### config.mk
export PLATFORM = sky130hd
export DESIGN_NAME = audcfg_port
export DESIGN_NICKNAME = d
export VERILOG_FILES = /design/src/rtl/audcfg_pkg.sv /design/src/rtl/audcfg_unlock.sv /design/src/rtl/audcfg_regfile.sv /design/src/rtl/audcfg_decode.sv /design/src/rtl/audcfg_port.sv
export SDC_FILE = /design/constraint.sdc
export NUM_CORES = 1
export LEC_CHECK = 0
export BUFFER_PORTS_ARGS = -buffer_cell sky130_fd_sc_hd__buf_2
export CAP_MARGIN = 10
export CORE_MARGIN = 8
export CORE_UTILIZATION = 57
export DETAILED_ROUTE_END_ITERATION = 7
export GPL_TIMING_DRIVEN = 0
export PLACE_DENSITY = 0.9
export SLEW_MARGIN = 10
export SYNTH_ARGS = -nofsm -noshare
export SYNTH_HDL_FRONTEND = slang
export SYNTH_SLANG_ARGS = --single-unit
### constraint.sdc
create_clock -name clk -period 5.7 [get_ports clk]
set_clock_uncertainty 0.05 [all_clocks]
set_input_delay 0.285 -clock clk [delete_from_list [all_inputs] [get_ports clk]]
set_output_delay 0.285 -clock clk [all_outputs]
set_load 0.02 [all_outputs]
### src/rtl/audcfg_pkg.sv
package audcfg_pkg;

  localparam int unsigned CFG_AW = 16;
  localparam int unsigned CFG_DW = 8;

  typedef struct packed {
    logic [CFG_AW-1:0] legacy_base;
    logic [CFG_AW-1:0] codec_base;
    logic              game_en;
    logic              dma_on;
    logic [1:0]        dma_ch;
    logic              irq_on;
    logic [3:0]        irq_no;
    logic [3:0]        midi_irq;
    logic [CFG_AW-1:0] midi_base;
    logic              codec_mode;
    logic              ext_mode;
  } res_sel_t;

  // power-up contents of the control registers
  function automatic logic [CFG_DW-1:0] reg_reset(int unsigned i);
    case (i)
      2:       return 8'h2A;
      3:       return 8'h10;
      5:       return 8'h81;
      default: return 8'h00;
    endcase
  endfunction

  function automatic res_sel_t cfg_decode(logic [CFG_DW-1:0] map_r,
                                          logic [CFG_DW-1:0] res_r,
                                          logic [CFG_DW-1:0] xm_r,
                                          logic [CFG_DW-1:0] midi_r);
    res_sel_t s;
    s.legacy_base = map_r[7] ? 16'h0240 : 16'h0220;
    case (map_r[5:4])
      2'd0:    s.codec_base = 16'h0530;
      2'd1:    s.codec_base = 16'h0E80;
      2'd2:    s.codec_base = 16'h0F40;
      default: s.codec_base = 16'h0604;
    endcase
    s.game_en = ~map_r[0];
    s.dma_on  = (res_r[1:0] != 2'd0);
    case (res_r[1:0])
      2'd2:    s.dma_ch = 2'd1;
      2'd3:    s.dma_ch = 2'd3;
      default: s.dma_ch = 2'd0;
    endcase
    s.irq_on = (res_r[5:3] != 3'd0);
    case (res_r[5:3])
      3'd0:    s.irq_no = 4'd0;
      3'd1:    s.irq_no = 4'd7;
      3'd2:    s.irq_no = 4'd9;
      3'd3:    s.irq_no = 4'd10;
      3'd4:    s.irq_no = 4'd11;
      default: s.irq_no = 4'd5;
    endcase
    case (midi_r[4:3])
      2'd0:    s.midi_irq = 4'd9;
      2'd1:    s.midi_irq = 4'd10;
      2'd2:    s.midi_irq = 4'd5;
      default: s.midi_irq = 4'd7;
    endcase
    s.midi_base  = 16'h0330 - {10'd0, midi_r[6:5], 4'd0};
    s.codec_mode = midi_r[1];
    s.ext_mode   = xm_r[5];
    return s;
  endfunction

endpackage

### src/rtl/audcfg_unlock.sv
module audcfg_unlock
  import audcfg_pkg::*;
#(
  parameter logic [CFG_DW-1:0] CHIP_ID    = 8'hE4,
  parameter logic [CFG_AW-1:0] BASE_ORG   = 16'h0E0E,
  parameter logic [CFG_AW-1:0] FIXED_BASE = 16'h0F8E,
  parameter int unsigned       FIELD_W    = 5,
  parameter int unsigned       STEP_SH    = 4,
  parameter int unsigned       BYPASS_BIT = 7
) (
  input  logic              clk,
  input  logic              rst_n,
  input  logic              pw_wr,
  input  logic [CFG_DW-1:0] wdata,
  input  logic              data_touch,
  output logic              unlocked,
  output logic              pw_req,
  output logic [CFG_AW-1:0] idx_base
);

  logic               unl_q, unl_d;
  logic               req_q, req_d;
  logic [FIELD_W-1:0] fld_q, fld_d;
  logic [CFG_DW-1:0]  last_q, last_d;
  logic               st_en;

  assign idx_base = BASE_ORG + (CFG_AW'(fld_q) << STEP_SH);
  assign st_en    = pw_wr | data_touch;

  always_comb begin
    unl_d  = unl_q;
    req_d  = req_q;
    fld_d  = fld_q;
    last_d = last_q;
    if (pw_wr) begin
      if (unl_q) begin
        fld_d = wdata[FIELD_W-1:0];
        req_d = ~wdata[BYPASS_BIT];
        unl_d = 1'b0;
      end
      // the key reopens the window even right after a relocation
      if (wdata == CHIP_ID)
        unl_d = 1'b1;
      else if (last_q != CHIP_ID)
        unl_d = 1'b0;
      last_d = wdata;
    end
    if (data_touch && (idx_base != FIXED_BASE))
      unl_d = 1'b0;
  end

  always_ff @(posedge clk or negedge rst_n) begin
    if (!rst_n) begin
      unl_q  <= 1'b0;
      req_q  <= 1'b1;
      fld_q  <= '0;
      last_q <= '0;
    end else if (st_en) begin
      unl_q  <= unl_d;
      req_q  <= req_d;
      fld_q  <= fld_d;
      last_q <= last_d;
    end
  end

  assign unlocked = unl_q;
  assign pw_req   = req_q;

endmodule

### src/rtl/audcfg_regfile.sv
module audcfg_regfile
  import audcfg_pkg::*;
#(
  parameter int unsigned NREGS  = 12,
  parameter int unsigned RO_IDX = 10
) (
  input  logic                          clk,
  input  logic                          rst_n,
  input  logic                          idx_wr,
  input  logic                          data_wr,
  input  logic [CFG_DW-1:0]             wdata,
  output logic [CFG_DW-1:0]             idx_q,
  output logic [NREGS-1:0][CFG_DW-1:0]  regs_q,
  output logic [NREGS-1:0][CFG_DW-1:0]  regs_nxt
);

  logic [CFG_DW-1:0] idx_d;

  assign idx_d = wdata - CFG_DW'(1);

  always_ff @(posedge clk or negedge rst_n) begin
    if (!rst_n)      idx_q <= '0;
    else if (idx_wr) idx_q <= idx_d;
  end

  for (genvar g = 0; g < NREGS; g++) begin : g_reg
    if (g == RO_IDX) begin : g_ro
      assign regs_q[g]   = reg_reset(g);
      assign regs_nxt[g] = reg_reset(g);
    end else begin : g_rw
      logic              wr_en;
      logic [CFG_DW-1:0] r_q;
      assign wr_en       = data_wr && (idx_q == CFG_DW'(g));
      assign regs_nxt[g] = wr_en ? wdata : r_q;
      always_ff @(posedge clk or negedge rst_n) begin
        if (!rst_n)     r_q <= reg_reset(g);
        else if (wr_en) r_q <= wdata;
      end
      assign regs_q[g] = r_q;
    end
  end

endmodule

### src/rtl/audcfg_decode.sv
module audcfg_decode
  import audcfg_pkg::*;
#(
  parameter int unsigned NREGS     = 12,
  parameter int unsigned IDX_MAP   = 0,
  parameter int unsigned IDX_RES   = 2,
  parameter int unsigned IDX_XMODE = 4,
  parameter int unsigned IDX_MIDI  = 5
) (
  input  logic                         clk,
  input  logic                         rst_n,
  input  logic                         upd_en,
  input  logic [NREGS-1:0][CFG_DW-1:0] regs_nxt,
  output res_sel_t                     sel_q
);

  res_sel_t sel_d;
  logic     unused_regs;

  assign unused_regs = ^regs_nxt;
  assign sel_d = cfg_decode(regs_nxt[IDX_MAP], regs_nxt[IDX_RES],
                            regs_nxt[IDX_XMODE], regs_nxt[IDX_MIDI]);

  always_ff @(posedge clk or negedge rst_n) begin
    if (!rst_n)
      sel_q <= cfg_decode(reg_reset(IDX_MAP), reg_reset(IDX_RES),
                          reg_reset(IDX_XMODE), reg_reset(IDX_MIDI));
    else if (upd_en)
      sel_q <= sel_d;
  end

endmodule

### src/rtl/audcfg_port.sv
module audcfg_port
  import audcfg_pkg::*;
#(
  parameter logic [CFG_AW-1:0] PW_ADDR    = 16'h0F8F,
  parameter logic [CFG_DW-1:0] CHIP_ID    = 8'hE4,
  parameter logic [CFG_AW-1:0] BASE_ORG   = 16'h0E0E,
  parameter logic [CFG_AW-1:0] FIXED_BASE = 16'h0F8E,
  parameter int unsigned       NREGS      = 12,
  parameter int unsigned       RO_IDX     = 10,
  parameter int unsigned       STAT_BIT   = 4,
  parameter int unsigned       STAT_POS   = 2
) (
  input  logic              clk,
  input  logic              rst_n,
  input  logic [CFG_AW-1:0] bus_addr,
  input  logic [CFG_DW-1:0] bus_wdata,
  input  logic              bus_rd,
  input  logic              bus_wr,
  output logic [CFG_DW-1:0] bus_rdata,
  input  logic [CFG_DW-1:0] codec_status,
  output logic [CFG_AW-1:0] legacy_base,
  output logic [CFG_AW-1:0] codec_base,
  output logic              game_en,
  output logic              dma_on,
  output logic [1:0]        dma_ch,
  output logic              irq_on,
  output logic [3:0]        irq_no,
  output logic [3:0]        midi_irq,
  output logic [CFG_AW-1:0] midi_base,
  output logic              codec_mode,
  output logic              ext_mode
);

  localparam int unsigned SYNC_STAGES = 2;

  logic [SYNC_STAGES-1:0] rst_pipe_q;
  logic                   rst_sync_n;

  always_ff @(posedge clk or negedge rst_n) begin
    if (!rst_n) rst_pipe_q <= '0;
    else        rst_pipe_q <= {rst_pipe_q[SYNC_STAGES-2:0], 1'b1};
  end
  assign rst_sync_n = rst_pipe_q[SYNC_STAGES-1];

  logic              unlocked, pw_req, access;
  logic [CFG_AW-1:0] idx_base, dat_addr;
  logic              hit_idx, hit_dat, pw_wr, data_touch, idx_wr, data_wr;
  logic [CFG_DW-1:0] idx_q;
  logic [NREGS-1:0][CFG_DW-1:0] regs_q, regs_nxt;
  res_sel_t          sel_q;
  logic              unused_status;

  assign dat_addr   = idx_base + CFG_AW'(1);
  assign hit_idx    = (bus_addr == idx_base);
  assign hit_dat    = (bus_addr == dat_addr);
  assign access     = unlocked | ~pw_req;
  assign pw_wr      = bus_wr && (bus_addr == PW_ADDR);
  assign data_touch = (bus_rd | bus_wr) && hit_dat;
  assign idx_wr     = bus_wr && hit_idx && access;
  assign data_wr    = bus_wr && hit_dat && access;

  audcfg_unlock #(
    .CHIP_ID   (CHIP_ID),
    .BASE_ORG  (BASE_ORG),
    .FIXED_BASE(FIXED_BASE)
  ) unlock_i (
    .clk       (clk),
    .rst_n     (rst_sync_n),
    .pw_wr     (pw_wr),
    .wdata     (bus_wdata),
    .data_touch(data_touch),
    .unlocked  (unlocked),
    .pw_req    (pw_req),
    .idx_base  (idx_base)
  );

  audcfg_regfile #(
    .NREGS (NREGS),
    .RO_IDX(RO_IDX)
  ) regs_i (
    .clk     (clk),
    .rst_n   (rst_sync_n),
    .idx_wr  (idx_wr),
    .data_wr (data_wr),
    .wdata   (bus_wdata),
    .idx_q   (idx_q),
    .regs_q  (regs_q),
    .regs_nxt(regs_nxt)
  );

  audcfg_decode #(
    .NREGS(NREGS)
  ) dec_i (
    .clk     (clk),
    .rst_n   (rst_sync_n),
    .upd_en  (data_wr),
    .regs_nxt(regs_nxt),
    .sel_q   (sel_q)
  );

  // read path: open window only, everything else floats high
  always_comb begin
    bus_rdata = '1;
    if (bus_rd && access) begin
      if (hit_idx) begin
        bus_rdata = idx_q;
      end else if (hit_dat) begin
        if (idx_q == CFG_DW'(RO_IDX))
          bus_rdata = CFG_DW'(codec_status[STAT_BIT]) << STAT_POS;
        else if (idx_q < CFG_DW'(NREGS))
          bus_rdata = regs_q[idx_q[$clog2(NREGS)-1:0]];
      end
    end
  end

  assign unused_status = ^codec_status;

  assign legacy_base = sel_q.legacy_base;
  assign codec_base  = sel_q.codec_base;
  assign game_en     = sel_q.game_en;
  assign dma_on      = sel_q.dma_on;
  assign dma_ch      = sel_q.dma_ch;
  assign irq_on      = sel_q.irq_on;
  assign irq_no      = sel_q.irq_no;
  assign midi_irq    = sel_q.midi_irq;
  assign midi_base   = sel_q.midi_base;
  assign codec_mode  = sel_q.codec_mode;
  assign ext_mode    = sel_q.ext_mode;

endmodule

======== Yosys cells after proc, flatten, opt, wreduce, memory -nomap -nowiden ========
Cells that the tools add are included.
storage, ports and cells
  memories ................................ 0
  word-level logic and storage cells ...... 116
  bits in latches ......................... 0
  input bits .............................. 36
  RAM bits ................................ 0
  output and inout port bits .............. 71
  register bits after elaboration ......... 168
  bits in read-only memories .............. 0
cells by class
  multiply operators ...................... 0
  bitwise operators ....................... 6
  add/subtract/negate cells ............... 4
  mux-type cells .......................... 19
  div/mod/pow operators ................... 0
  $lt $le $gt $ge ......................... 2
  equality and inequality tests ........... 26
  reductions and logical operators ........ 28
  shift-type cells ........................ 0
operators by type and width
  kind                                                        count
  two-way mux 8 bit                                           7
  one-hot mux 12 bit (3 select lines)                         1
  binary-select mux 8 bit (select 4 bit)                      1
  == test 16 bit                                              2
  == test 8 x 3 -> 1 bit, second input constant               4
  == test 8 x 4 -> 1 bit, second input constant               4
  one-hot mux 4 bit (5 select lines)                          1
  logical AND 1 bit                                           19
  adder 16 x 1 -> 16 bit, second input constant               1
  == test 16 x 12 -> 1 bit, second input constant             1
  == test 8 x 2 -> 1 bit, second input constant               2
  inequality test 16 x 12 -> 1 bit, second input constant     1
  two-way mux 7 bit                                           2
  adder 12 x 9 -> 13 bit, first input constant                1
  two-way mux 6 bit                                           2
  one-hot mux 4 bit (3 select lines)                          1
  subtractor 10 x 6 -> 11 bit, first input constant           1
  == test 2 bit, second input constant                        4
  == test 8 x 1 -> 1 bit, second input constant               1
  == test 8 bit, second input constant                        1
  zero test 8 bit                                             1
  less-than comparator 8 x 4 -> 1 bit, second input constant  1
  subtractor 8 x 1 -> 8 bit, second input constant            1
  == test 3 x 2 -> 1 bit, second input constant               2
  other kinds (14)                                            23

======== Logic depth before layout (Yosys ltp) ========
  depth in word-level cells ............... 9
  gate-level depth with buffers ........... 9
  mapped depth without buffers ............ 8

======== Cells and area by module ========
From an unflattened synthesis, not the netlist that was laid out.
second synthesis, totals
  cells, all modules ...................... 615
  area, all modules ....................... 7453.4 sq um
modules (own cells, without submodules)
  module          sequential area each (sq um)  cells each  instances  area an instance (sq um)
  audcfg_regfile  2409.8                        264         1          3988.8
  audcfg_port     50.0                          188         1          1662.8
  audcfg_decode   666.9                         128         1          1418.9
  audcfg_unlock   176.4                         35          1          382.9

======== Worst setup path before layout ========
Ideal clock, no wire load.
  path type ............................... reg2reg
  start point ............................. register regs_i.idx_q[0]
  end point ............................... register dec_i.sel_q[42] (netlist name)
  required time ........................... 5533 ps
  clock period less this slack ............ 2324 ps
  arrival ................................. 2157 ps
  path slack .............................. 3376 ps
  path buffers ............................ 2
  stages on the path, launching flop included .. 10
  library setup time ...................... 117 ps
  cells stage by stage .................... dfrtp_1 > buf_2 > buf_2 > nor2_1 > nand3_1 > nor2_4 > mux2i_1 > ha_1 > nand2_1 > nand2_1
RTL lines
  element                 line                  RTL
  start, declared         audcfg_regfile.sv:12  output logic [CFG_DW-1:0] idx_q,
  start signal, assigned  audcfg_regfile.sv:23  else if (idx_wr) idx_q <= idx_d;

======== Final worst setup path ========
  start point ............................. register unlock_i.fld_q[0]
  end point ............................... output bus_rdata[7]
between the ends
  longest elaborated chain between the ends .. 6
  elaborated cells between the ends (all ways) .. 7
  those cells by class .................... add/sub (2); eq/ne (2); mux (3)
RTL lines
  element                     line                 RTL
  start, declared             audcfg_unlock.sv:23  logic [FIELD_W-1:0] fld_q, fld_d;
  start signal, assigned      audcfg_unlock.sv:61  fld_q <= fld_d;
  adder 12 x 9 -> 13 bit (*)  audcfg_unlock.sv:27  assign idx_base = BASE_ORG + (CFG_AW'(fld_q) << STEP_SH);
  adder 16 x 1 -> 16 bit      audcfg_port.sv:53    assign dat_addr = idx_base + CFG_AW'(1);
  == test 16 bit              audcfg_port.sv:55    assign hit_dat = (bus_addr == dat_addr);
  two-way mux 8 bit           audcfg_port.sv:107   end else if (hit_dat) begin
  two-way mux 8 bit (*)       audcfg_port.sv:105   if (hit_idx) begin
  two-way mux 8 bit (*)       audcfg_port.sv:104   if (bus_rd && access) begin
  end, declared               audcfg_port.sv:19    output logic [CFG_DW-1:0] bus_rdata,
Mark *: on every way between the ends. The rest lies on a longest branch, timed or not.

==> flow_summary.toml <==
[run_status]
status = "complete, no violations"

[yosys]
synth.most_common_cell = "dfrtp_1"
syn-instance-count = 582
synth_area_leaders = "dfrtp_1 (40%), mux2_2 (13%), dfstp_2 (7.6%)"
syn_area_um2 = 6895
seq_area_frac_synth = 0.4790
netlist.area_leader.share = 0.4028
synthArstFlopShare = 1.000
yosys.cell_types.count = 52
synth_top_flop_cell = "dfrtp_1"
avgSynthCellArea_um2 = 11.85
synth_warnings = 0
synth_top_cells_by_count = "dfrtp_1 (111), mux2_2 (82), nand2_1 (58)"
synth-edff-count = 0
synth_seq_cells = 131
synth_top_area_cell = "dfrtp_1"

[grt]
track_usage = 0.2243
grt_pass1_wl_um = 27900
grt-ovfl-total = 0
grt_pass1_vias = 5298
grt_max_degree = 69
antenna_found_initial = 0

[routing]
drt-total-wl_um = 17480
num_vias = 5066
drt_iter0_drc = 442
drc = 0
vias_per_cell = 5.898
dr.pass1.iters = 5
wl_per_cell_um = 20.35
antenna_left = 0

[timing]
finalCritPeriodShare = 0.5699
drv_slew = 0
relSlewSlack = 0.4146
finalSetupViolCount = 0
timing.hold.ws_ps = 124.9
worst_slack_ps = 2451
finalHoldViolations = 0
tns_ps = 0
rsz0062_at_grt = "no"
max_freq_ghz = 0.3078
min_period_ps = 3249
worst_pin_slew_ps = 878.1

[clock_network]
cts_tree = "built"
cts-root-buf = "clkbuf_16"
clock_sinks = 131
cts_buffer_depth = 2
clk_latency_ps = 420
cts.reportedPaths.clkPinSlew_ps = 50
numCtsBuffers = 17
htree_levels = 4

[place]
place_area_um2 = 7547
portBuffers = 61
dp_slack_ps = 2816
hpwlAfterDp_um = 12330
routabilityCongestion = 0.9149

[floorplanning]
dieWidth_um = 126.0
rows = 40
die_h_um = 126.0
pin_count = 107
design.core.area_um2 = 11910
dieArea_um2 = 15870
initial_utilization = 0.5789

[final_layout]
drive_gt1_frac = 0.3904
diodes = 0
finalNetCount = 742
final_area_um2 = 8147
nFillCells = 802
area_growth_pct = 18.15

[critical_path]
worst_path_max_delay_cell = "nor4_1"
cp-start-kind = "register"
cp.required_ps = 5370
cp_slowest_stage_delay_ps = 640
critPathMaxFanout = 6
crit_type = "reg2out"
critical_path.cell_chain = "xor2_1 -> nor4_1 -> nand4_1 -> a21o_1 -> o32a_1 -> buf_2"
crit_arrival_ps = 2910
worst-path-buf-inv = 1
critPathTopFamily = "simple AND/OR/NAND/NOR gates"
critPathCaptureType = "output pin"

[pwr]
leakagePower_uw = 0.003974
power_density_nw_per_um2 = 260.3
vdd_drop_max_uv = 183.7

[job]
maxCapViolCount = 0

[hold_path]
hold_path.class = "in2async"
-- layer usage --
| layer | vias up | track usage | share of wire |
|---|---|---|---|
| met5 | - | 0 | 0 |
| met4 | 0 | 0.1062 | 0.034 |
| met3 | 47 | 0.07089 | 0.097 |
| met2 | 265 | 0.3617 | 0.48 |
| met1 | 2528 | 0.2686 | 0.39 |
| li1 | 2226 | - | - |
-- cell families (layout without fill, tap and decap cells) --
| family | count (synthesis) | in the layout | share of synthesized area |
|---|---|---|---|
| AND/OR/NAND/NOR | 148 | 148 | 0.1181 |
| multiplexers | 139 | 139 | 0.2490 |
| flip-flops | 131 | 131 | 0.4790 |
| buffers and inverters | 79 | 174 | 0.06714 |
| AO/OA/AOI/OAI | 64 | 64 | 0.05770 |
| XOR/XNOR | 12 | 12 | 0.01524 |
| adder cells (fa/ha/maj) | 7 | 7 | 0.01270 |
| other | 2 | 37 | 0.001089 |
-- through the flow --
stage / std cells / util / power (uW)
final: 859 / 0.6839 / 2121
after global routing: 859 / 0.6839 / 2178
after CTS: 859 / 0.6839 / 2124
after detailed placement: 826 / 0.6336 / 1054
after global placement: 825 / 0.6310 / 1047
after floorplan: 617 / - / 1021
-- path summary, 6_finish.rpt --
kind | start | end | slack, ps | depth (start not counted)
worst max-delay path | unlock_i.fld_q[0] | bus_rdata[7] | 2450 | 6
worst min-delay path | rst_n | rst_pipe_q[1] | 120 | 2
worst max register to register | regs_i.idx_q[7] | dec_i.sel_q[42] | 2770 | 7
worst min register to register | rst_pipe_q[0] | rst_pipe_q[1] | 300 | 0
max in group asynchronous | rst_pipe_q[1] | unlock_i.pw_req | 4330 | 1
min in group clk | bus_wdata[6] | regs_i.g_reg[2].g_rw.r_q[6] | 220 | 2
-- area by class of cell --
type | instances | area (um2) | share of cell area
plain buffers | 73 | 440.4 | 0.05406
clock inverters | 4 | 72.57 | 0.008908
well taps | 147 | 183.9 | 0.02258
clock buffers | 28 | 516.7 | 0.06343
repair buffers | 63 | 342.8 | 0.04208
flip-flops and latches | 131 | 3307 | 0.4059
inverters | 6 | 22.52 | 0.002765
multi-input cells | 407 | 3261 | 0.4002
-- where the power goes --
part / switching [uW] / total [uW] / leakage, uW / internal (uW)
clock network: 378 / 1080 / 0.000285 / 702
logic: 65.8 / 99.4 / 0.00194 / 33.6
registers: 9.13 / 941 / 0.00175 / 932
-- registers in the layout, indices dropped and copies added, names as in the netlist --
register	flops
unlock_i.pw_req	1
unlock_i.unlocked	1
dec_i.sel_q	26
unlock_i.fld_q	5
regs_i.g.g_rw.r_q	88
rst_pipe_q	2
regs_i.idx_q	8
-- worst register-to-register path, delay by kind of cell (launching register included) --
| family | cells | cell delay [ps] |
|---|---|---|
| mux | 1 | 400 |
| simple gates | 5 | 1620 |
| fa+ha+maj | 1 | 300 |
| flops | 1 | 460 |
-- placed cells by master (no fill, tap or decap), types with 27 or more instances in the layout --
| cell | n |
|---|---|
| dfrtp_1 | 110 |
| nor2_1 | 35 |
| mux2i_1 | 29 |
| buf_2 | 71 |
| nand2_1 | 58 |
| buf_4 | 39 |
| clkbuf_1 | 27 |
| conb_1 | 37 |
| o21ai_0 | 30 |
| mux2_2 | 82 |
-- timing repair --
action	4_1_cts	5_1_grt
hold endpoints to repair	2	0
endpoints found under the setup margin	0	0
resized for setup	0	0
setup buffers	0	0
hold buffers	1	0
Power figures use the tool's default switching activity.
